**src/rtl/pio_pkg.sv**
```systemverilog
package pio_pkg;
  localparam int DW = 8;
  localparam int AW = 4;
  localparam int NTMR = 2;

  localparam logic [AW-1:0] SEL_PA   = 4'd0;
  localparam logic [AW-1:0] SEL_PB   = 4'd1;
  localparam logic [AW-1:0] SEL_DA   = 4'd2;
  localparam logic [AW-1:0] SEL_DB   = 4'd3;
  localparam logic [AW-1:0] SEL_CTLA = 4'd14;
  localparam logic [AW-1:0] SEL_CTLB = 4'd15;

  localparam int BIT_START   = 0;
  localparam int BIT_OVERLAY = 1;
  localparam int BIT_LEVEL   = 2;
  localparam int BIT_CHAIN   = 6;
  localparam logic [DW-1:0] CTL_VIEW_MASK = 8'hEE;

  function automatic logic [DW-1:0] port_view(input logic [DW-1:0] d, input logic [DW-1:0] dir);
    return d | ~dir;
  endfunction

  function automatic logic [DW-1:0] ctl_view(input logic [DW-1:0] c, input logic run);
    return (c & CTL_VIEW_MASK) | {{(DW-1){1'b0}}, run};
  endfunction

  function automatic logic [DW-1:0] chain_mode(input logic [DW-1:0] c);
    logic [DW-1:0] m;
    m = c;
    m[BIT_CHAIN-1] = c[BIT_CHAIN-1] | c[BIT_CHAIN];
    return m;
  endfunction
endpackage

```
**src/rtl/pio_regfile.sv**
```systemverilog
module pio_regfile
  import pio_pkg::*;
(
  input  logic                 clk,
  input  logic                 rst_n,
  input  logic                 wr_en,
  input  logic [AW-1:0]        sel,
  input  logic [DW-1:0]        wdata,
  output logic [DW-1:0]        pa_q,
  output logic [DW-1:0]        pa_dir,
  output logic [DW-1:0]        pb_q,
  output logic [DW-1:0]        pb_dir,
  output logic [NTMR-1:0][DW-1:0] ctl_q,
  output logic [NTMR-1:0]      start_rise
);
  localparam logic [AW-1:0] CTL_SEL [NTMR] = '{SEL_CTLA, SEL_CTLB};

  always_ff @(posedge clk) begin
    if (!rst_n) begin
      pa_q <= '0; pb_q <= '0; pa_dir <= '0; pb_dir <= '0;
    end else if (wr_en) begin
      case (sel)
        SEL_PA: pa_q   <= wdata;
        SEL_PB: pb_q   <= wdata;
        SEL_DA: pa_dir <= wdata;
        SEL_DB: pb_dir <= wdata;
        default: ;
      endcase
    end
  end

  for (genvar t = 0; t < NTMR; t++) begin : g_ctl
    logic hit, rise_ev;
    assign hit     = wr_en && (sel == CTL_SEL[t]);
    assign rise_ev = hit && wdata[BIT_START] && !ctl_q[t][BIT_START];

    always_ff @(posedge clk) begin
      if (!rst_n) begin
        ctl_q[t]      <= '0;
        start_rise[t] <= 1'b0;
      end else begin
        if (hit) ctl_q[t] <= wdata;
        start_rise[t] <= rise_ev;
      end
    end

    AST_STROBE_ON_EDGE: assert property (@(posedge clk) disable iff (!rst_n)
      start_rise[t] |-> (ctl_q[t][BIT_START] && !$past(ctl_q[t][BIT_START])));
    AST_STROBE_SINGLE: assert property (@(posedge clk) disable iff (!rst_n)
      start_rise[t] |=> !start_rise[t]);
  end

  AST_PA_WRITE: assert property (@(posedge clk) disable iff (!rst_n)
    (wr_en && sel == SEL_PA) |=> (pa_q == $past(wdata)));
  AST_UNMAPPED_WRITE: assert property (@(posedge clk) disable iff (!rst_n)
    (wr_en && sel > SEL_DB && sel < SEL_CTLA) |=> ($stable(pa_q) && $stable(pb_q) && $stable(pa_dir) && $stable(pb_dir) && $stable(ctl_q)));
endmodule

```
**src/rtl/pio_timer_link.sv**
```systemverilog
module pio_timer_link
  import pio_pkg::*;
#(
  parameter bit CHAIN_MIRROR = 1'b0
) (
  input  logic [DW-1:0] ctl,
  input  logic          pulse,
  input  logic          level,
  output logic          overlay_en,
  output logic          pin,
  output logic [DW-1:0] mode,
  output logic          chain
);
  assign overlay_en = ctl[BIT_OVERLAY];
  assign pin        = ctl[BIT_LEVEL] ? level : pulse;

  if (CHAIN_MIRROR) begin : g_mirror
    assign mode  = chain_mode(ctl);
    assign chain = ctl[BIT_CHAIN] & ctl[BIT_START];
  end else begin : g_plain
    assign mode  = ctl;
    assign chain = 1'b0;
  end

  always_comb begin
    if (chain) AST_CHAIN_MIRROR: assert (mode[BIT_CHAIN-1] && mode[BIT_START]);
  end
endmodule

```
**src/rtl/pio_rdmux.sv**
```systemverilog
module pio_rdmux
  import pio_pkg::*;
(
  input  logic                 rd_en,
  input  logic [AW-1:0]        sel,
  input  logic [DW-1:0]        pa_q,
  input  logic [DW-1:0]        pa_dir,
  input  logic [DW-1:0]        pb_q,
  input  logic [DW-1:0]        pb_dir,
  input  logic [NTMR-1:0][DW-1:0] ctl_q,
  input  logic [NTMR-1:0]      run,
  input  logic [NTMR-1:0]      ov_en,
  input  logic [NTMR-1:0]      ov_pin,
  output logic [DW-1:0]        rdata
);
  logic [DW-1:0] pb_view;

  always_comb begin
    pb_view = port_view(pb_q, pb_dir);
    for (int t = 0; t < NTMR; t++) begin
      if (ov_en[t]) pb_view[DW-NTMR+t] = ov_pin[t];
    end
  end

  always_comb begin
    rdata = '0;
    if (rd_en) begin
      case (sel)
        SEL_PA:   rdata = port_view(pa_q, pa_dir);
        SEL_PB:   rdata = pb_view;
        SEL_DA:   rdata = pa_dir;
        SEL_DB:   rdata = pb_dir;
        SEL_CTLA: rdata = ctl_view(ctl_q[0], run[0]);
        SEL_CTLB: rdata = ctl_view(ctl_q[1], run[1]);
        default:  rdata = '0;
      endcase
    end
  end

  always_comb begin
    if (rd_en && sel == SEL_PA) AST_INPUT_BITS_HIGH: assert ((~pa_dir & ~rdata) == '0);
    if (rd_en && (sel == SEL_CTLA || sel == SEL_CTLB)) AST_CTL_BIT4_CLEAR: assert (rdata[4] == 1'b0);
    if (!rd_en) AST_IDLE_ZERO: assert (rdata == '0);
  end
endmodule

```
**src/rtl/pio_timer_port.sv**
```systemverilog
module pio_timer_port
  import pio_pkg::*;
(
  input  logic          clk,
  input  logic          rst_n,
  input  logic [3:0]    sel,
  input  logic          rd_en,
  input  logic          wr_en,
  input  logic [7:0]    wdata,
  output logic [7:0]    rdata,
  output logic [7:0]    pa_out,
  output logic [7:0]    pa_oe,
  output logic [7:0]    pb_out,
  output logic [7:0]    pb_oe,
  input  logic          ta_pulse,
  input  logic          ta_level,
  input  logic          ta_run,
  input  logic          tb_pulse,
  input  logic          tb_level,
  input  logic          tb_run,
  output logic [7:0]    ta_mode,
  output logic [7:0]    tb_mode,
  output logic          ta_tgl_clr,
  output logic          tb_tgl_clr,
  output logic          tb_chain
);
  logic [NTMR-1:0][DW-1:0] ctl_q;
  logic [NTMR-1:0][DW-1:0] mode_w;
  logic [NTMR-1:0]         start_rise, ov_en, ov_pin, chain_w;
  logic [NTMR-1:0]         pulse_w, level_w, run_w;

  assign pulse_w = {tb_pulse, ta_pulse};
  assign level_w = {tb_level, ta_level};
  assign run_w   = {tb_run, ta_run};

  pio_regfile u_regs (
    .clk(clk), .rst_n(rst_n), .wr_en(wr_en), .sel(sel), .wdata(wdata),
    .pa_q(pa_out), .pa_dir(pa_oe), .pb_q(pb_out), .pb_dir(pb_oe),
    .ctl_q(ctl_q), .start_rise(start_rise)
  );

  for (genvar t = 0; t < NTMR; t++) begin : g_tmr
    pio_timer_link #(.CHAIN_MIRROR(t == 1)) u_link (
      .ctl(ctl_q[t]), .pulse(pulse_w[t]), .level(level_w[t]),
      .overlay_en(ov_en[t]), .pin(ov_pin[t]), .mode(mode_w[t]), .chain(chain_w[t])
    );
  end

  pio_rdmux u_rd (
    .rd_en(rd_en), .sel(sel), .pa_q(pa_out), .pa_dir(pa_oe),
    .pb_q(pb_out), .pb_dir(pb_oe), .ctl_q(ctl_q), .run(run_w),
    .ov_en(ov_en), .ov_pin(ov_pin), .rdata(rdata)
  );

  assign ta_mode    = mode_w[0];
  assign tb_mode    = mode_w[1];
  assign ta_tgl_clr = start_rise[0];
  assign tb_tgl_clr = start_rise[1];
  assign tb_chain   = chain_w[1] | chain_w[0];

  AST_RESET_QUIET: assert property (@(posedge clk)
    !rst_n |=> (!ta_tgl_clr && !tb_tgl_clr && !tb_chain && pa_oe == '0));
endmodule

```
**config.mk**
```make
export PLATFORM = sky130hd
export DESIGN_NAME = pio_timer_port
export DESIGN_NICKNAME = d
export VERILOG_FILES = /design/src/rtl/pio_pkg.sv /design/src/rtl/pio_regfile.sv /design/src/rtl/pio_timer_link.sv /design/src/rtl/pio_rdmux.sv /design/src/rtl/pio_timer_port.sv
export SDC_FILE = /design/constraint.sdc
export NUM_CORES = 1
export LEC_CHECK = 0
export BUFFER_PORTS_ARGS = -buffer_cell sky130_fd_sc_hd__buf_2
export CORE_MARGIN = 4
export CORE_UTILIZATION = 37
export DETAILED_ROUTE_END_ITERATION = 8
export SLEW_MARGIN = 10
export SYNTH_ARGS = -nofsm -noshare
export SYNTH_HDL_FRONTEND = slang
export SYNTH_SLANG_ARGS = --single-unit
```
**constraint.sdc**
```tcl
create_clock -name clk -period 1.8 [get_ports clk]
set_clock_uncertainty 0.05 [all_clocks]
set_input_delay 0.36 -clock clk [delete_from_list [all_inputs] [get_ports clk]]
set_output_delay 0.36 -clock clk [all_outputs]
set_load 0.005 [all_outputs]
```
==> out/metrics.csv <==
metric;value;unit
status;finished with violations;
failing checks;setup timing;
DR vias;2178;
Max stage delay on crit path;0.48;ns
clk root buf;clkbuf_8;
clk sinks;50;
Nets;376;
Req. time, crit path;1.39;ns
Die Ht;91.3;um
crit-path max FO;2;
Crit Path Class;flip-flop to output port;
die extent in x;91.3;um
clk slew on worst S/H paths;0.10;ns
TritonCTS Buffers;5;
post-synthesis sequential area ratio;38.9;%
Tcrit/Tclk final;110;%
number of global-route vias before repair;2160;
fmax;506;MHz
full die area;8340;um^2
num rows;30;
# DRC;0;
Startpoint Class;flip-flop;
wire per inst;16.4;um
CTS tree;done;
Layout area overhead;31.7;%
layout cells sized above 1;41.4;%
synth unique cells;32;
port bufs;80;
largest net degree at the start of global routing;27;
DRT Wirelength;7.15;mm
RSZ-0062 raised after global routing;yes;
top post-synthesis cells by area;dfxtp_1 (39%), mux2i_1 (19%), nor2b_1 (12%), buf_4 (5.6%), nand2b_1 (2.4%);
Max Cap Viol;0;
antenna violations before repair;0;
setup slack after layout;-0.175;ns
Clock Latency Late Sink;0.31;ns
Vias/cell;5.01;
Max clock buf depth;2;
drt pass-1 iters;4;
Worst setup EP type;output port;
yosys warns;0;
Mapped Area;2570;um^2
Seq cells post-synth;50;
diodes inserted;0;
Most used DFF post-synth;dfxtp_1;
DP Worst Slack;-0.131;ns
leading area contributor after synthesis;dfxtp_1;
Buf/Inv on CP;1;
most common cell after layout, fill and taps aside;buf_2;
final core occ;50.1;%
Slew Viols, Final;0;
Detail Route Antenna Nets;0;
commonest non-fill, non-tap cells in the layout;buf_2 (76), mux2i_1 (50), nor2b_1 (49);
first-iteration detailed-routing DRC count;165;
FFs w/ async S/R, synth;0;%
maximum vdd drop;402;uV
# setup viols final;5;
critical-path cell list;nand2b_4, a21oi_2, or4_1, a21oi_2, buf_2;
global-route wire length before repair;11.5;mm
cell family with most CP delay;simple AND/OR/NAND/NOR gates;
grt ovf;0;
H-tree Lvls;2;
Final Hold Fails;0;
reg2reg path depth;3;
most used cell, CP;a21oi_2;
Slew headroom;73.3;%
Hold WC Path Type;input pin to flip-flop;
GRT Util Overall;17.2;%
Synth top area share;38.9;%
CP Depth;5;
leakage;0.00161;uW
hpwl dp;5.42;mm
Avg Cell Area, Syn;9.63;um^2
gp weighted congestion;0.777;
PwrDens;692;nW/um^2
post-synthesis net count;289;
Gate Count Post-Synth;267;
crit path DAT;1.56;ns
EDFF count, synth;0;
Initial Utilization;38.0;%
Max stage delay cell, worst path;or4_1;
I/O pins;81;
hold depth;3;
fin crit period;1.97;ns
core area;6760;um^2
Worst-Margin Slew;0.400;ns
==> where the power goes <==
group,switching [uW],total (uW),internal (uW)
sequential,12.8,1130,1120
combinational,126,255,129
clock,398,955,557
total,537,2340,1810
==> synth_stat cells (all sizes together) (2+ instances only) <==
cell,instances
mux2i,50
dfxtp,50
nand2,9
a222oi,3
a31oi,3
buf,24
inv,4
nor2,4
nor2b,49
a32oi,3
and2,3
a22o,6
o22ai,2
nand2b,10
clkbuf,7
and3,4
nand3,5
mux2,3
o21ai,7
nor3b,3
a22oi,2
a21oi,9
or4,2
==> timing repair <==
action                                  CTS  global route
pin swaps                                 8             9
gates resized for setup                  16            17
buffers inserted                          1             2
endpoints found under the setup margin    8             8
hold endpoints to repair                  0             0
hold buffers                              0             0
==> worst register-to-register path: stages (launching register included) <==
cell,delay (ns)
dfxtp_2,0.34
buf_4,0.13
mux2i_1,0.14
nor2b_1,0.06
==> final cells by class <==
| class | count | area [um^2] |
|---|---|---|
| inverters | 4 | 15.0 |
| well taps | 80 | 100 |
| clock inverters | 3 | 68.8 |
| clock buffers | 5 | 68.8 |
| fillers | 657 | 3370 |
| repair buffers | 111 | 688 |
| multi-input cells | 182 | 1430 |
| flip-flops and latches | 50 | 1010 |
==> registers in the layout (all words and copies together) (netlist names) <==
register / cells
u_regs.pb_dir: 8
u_regs.pa_dir: 8
u_regs.pb_q: 8
u_regs.pa_q: 8
u_regs.ctl_q: 16
u_regs.start_rise: 2
==> per-layer routing <==
metal | vias up | GRT usage, % | wire [um]
met1 | 1020 | 23.9 | 3430
met4 | 0 | 5.03 | 85
met2 | 61 | 26.5 | 3300
li1 | 1089 | - | -
met5 | - | 0 | 0
met3 | 8 | 4.23 | 336
==> final timing paths <==
| check | startpoint | endpoint | slack [ns] |
|---|---|---|---|
| max | u_regs.pb_q[5] | rdata[5] | -0.17 |
| min | wdata[0] | u_regs.start_rise[1] | 0.31 |
| max reg2reg | u_regs.pa_dir[0] | u_regs.pa_dir[0] | 0.98 |
| min reg2reg | u_regs.ctl_q[0] | u_regs.start_rise[0] | 0.41 |
==> stage by stage <==
step / power [uW] / setup TNS [ns] / hold slack, ns / std cells / cell area, um^2
finish: 2340 / -0.524 / 0.314 / 435 / 3390
global route: 2420 / -0.820 / 0.318 / 435 / 3390
CTS: 2360 / -0.634 / 0.308 / 433 / 3320
detailed placement: 1390 / -0.826 / 0.398 / 424 / 3110
global placement: 1390 / -0.763 / 0.391 / 424 / 3110
floorplan: 1280 / 0 / 0.369 / 267 / 2580
==> kinds of logic (layout without fill, tap and decap cells) <==
family	after synthesis	count (layout)	share of synthesized area, %
buffers and inverters	35	123	8.13
AOI/OAI and AO/OA	35	35	9.15
muxes	53	53	20.8
DFF	50	50	38.9
and+or+nand+nor	94	94	23.0
(Power assumes the default switching activity.)
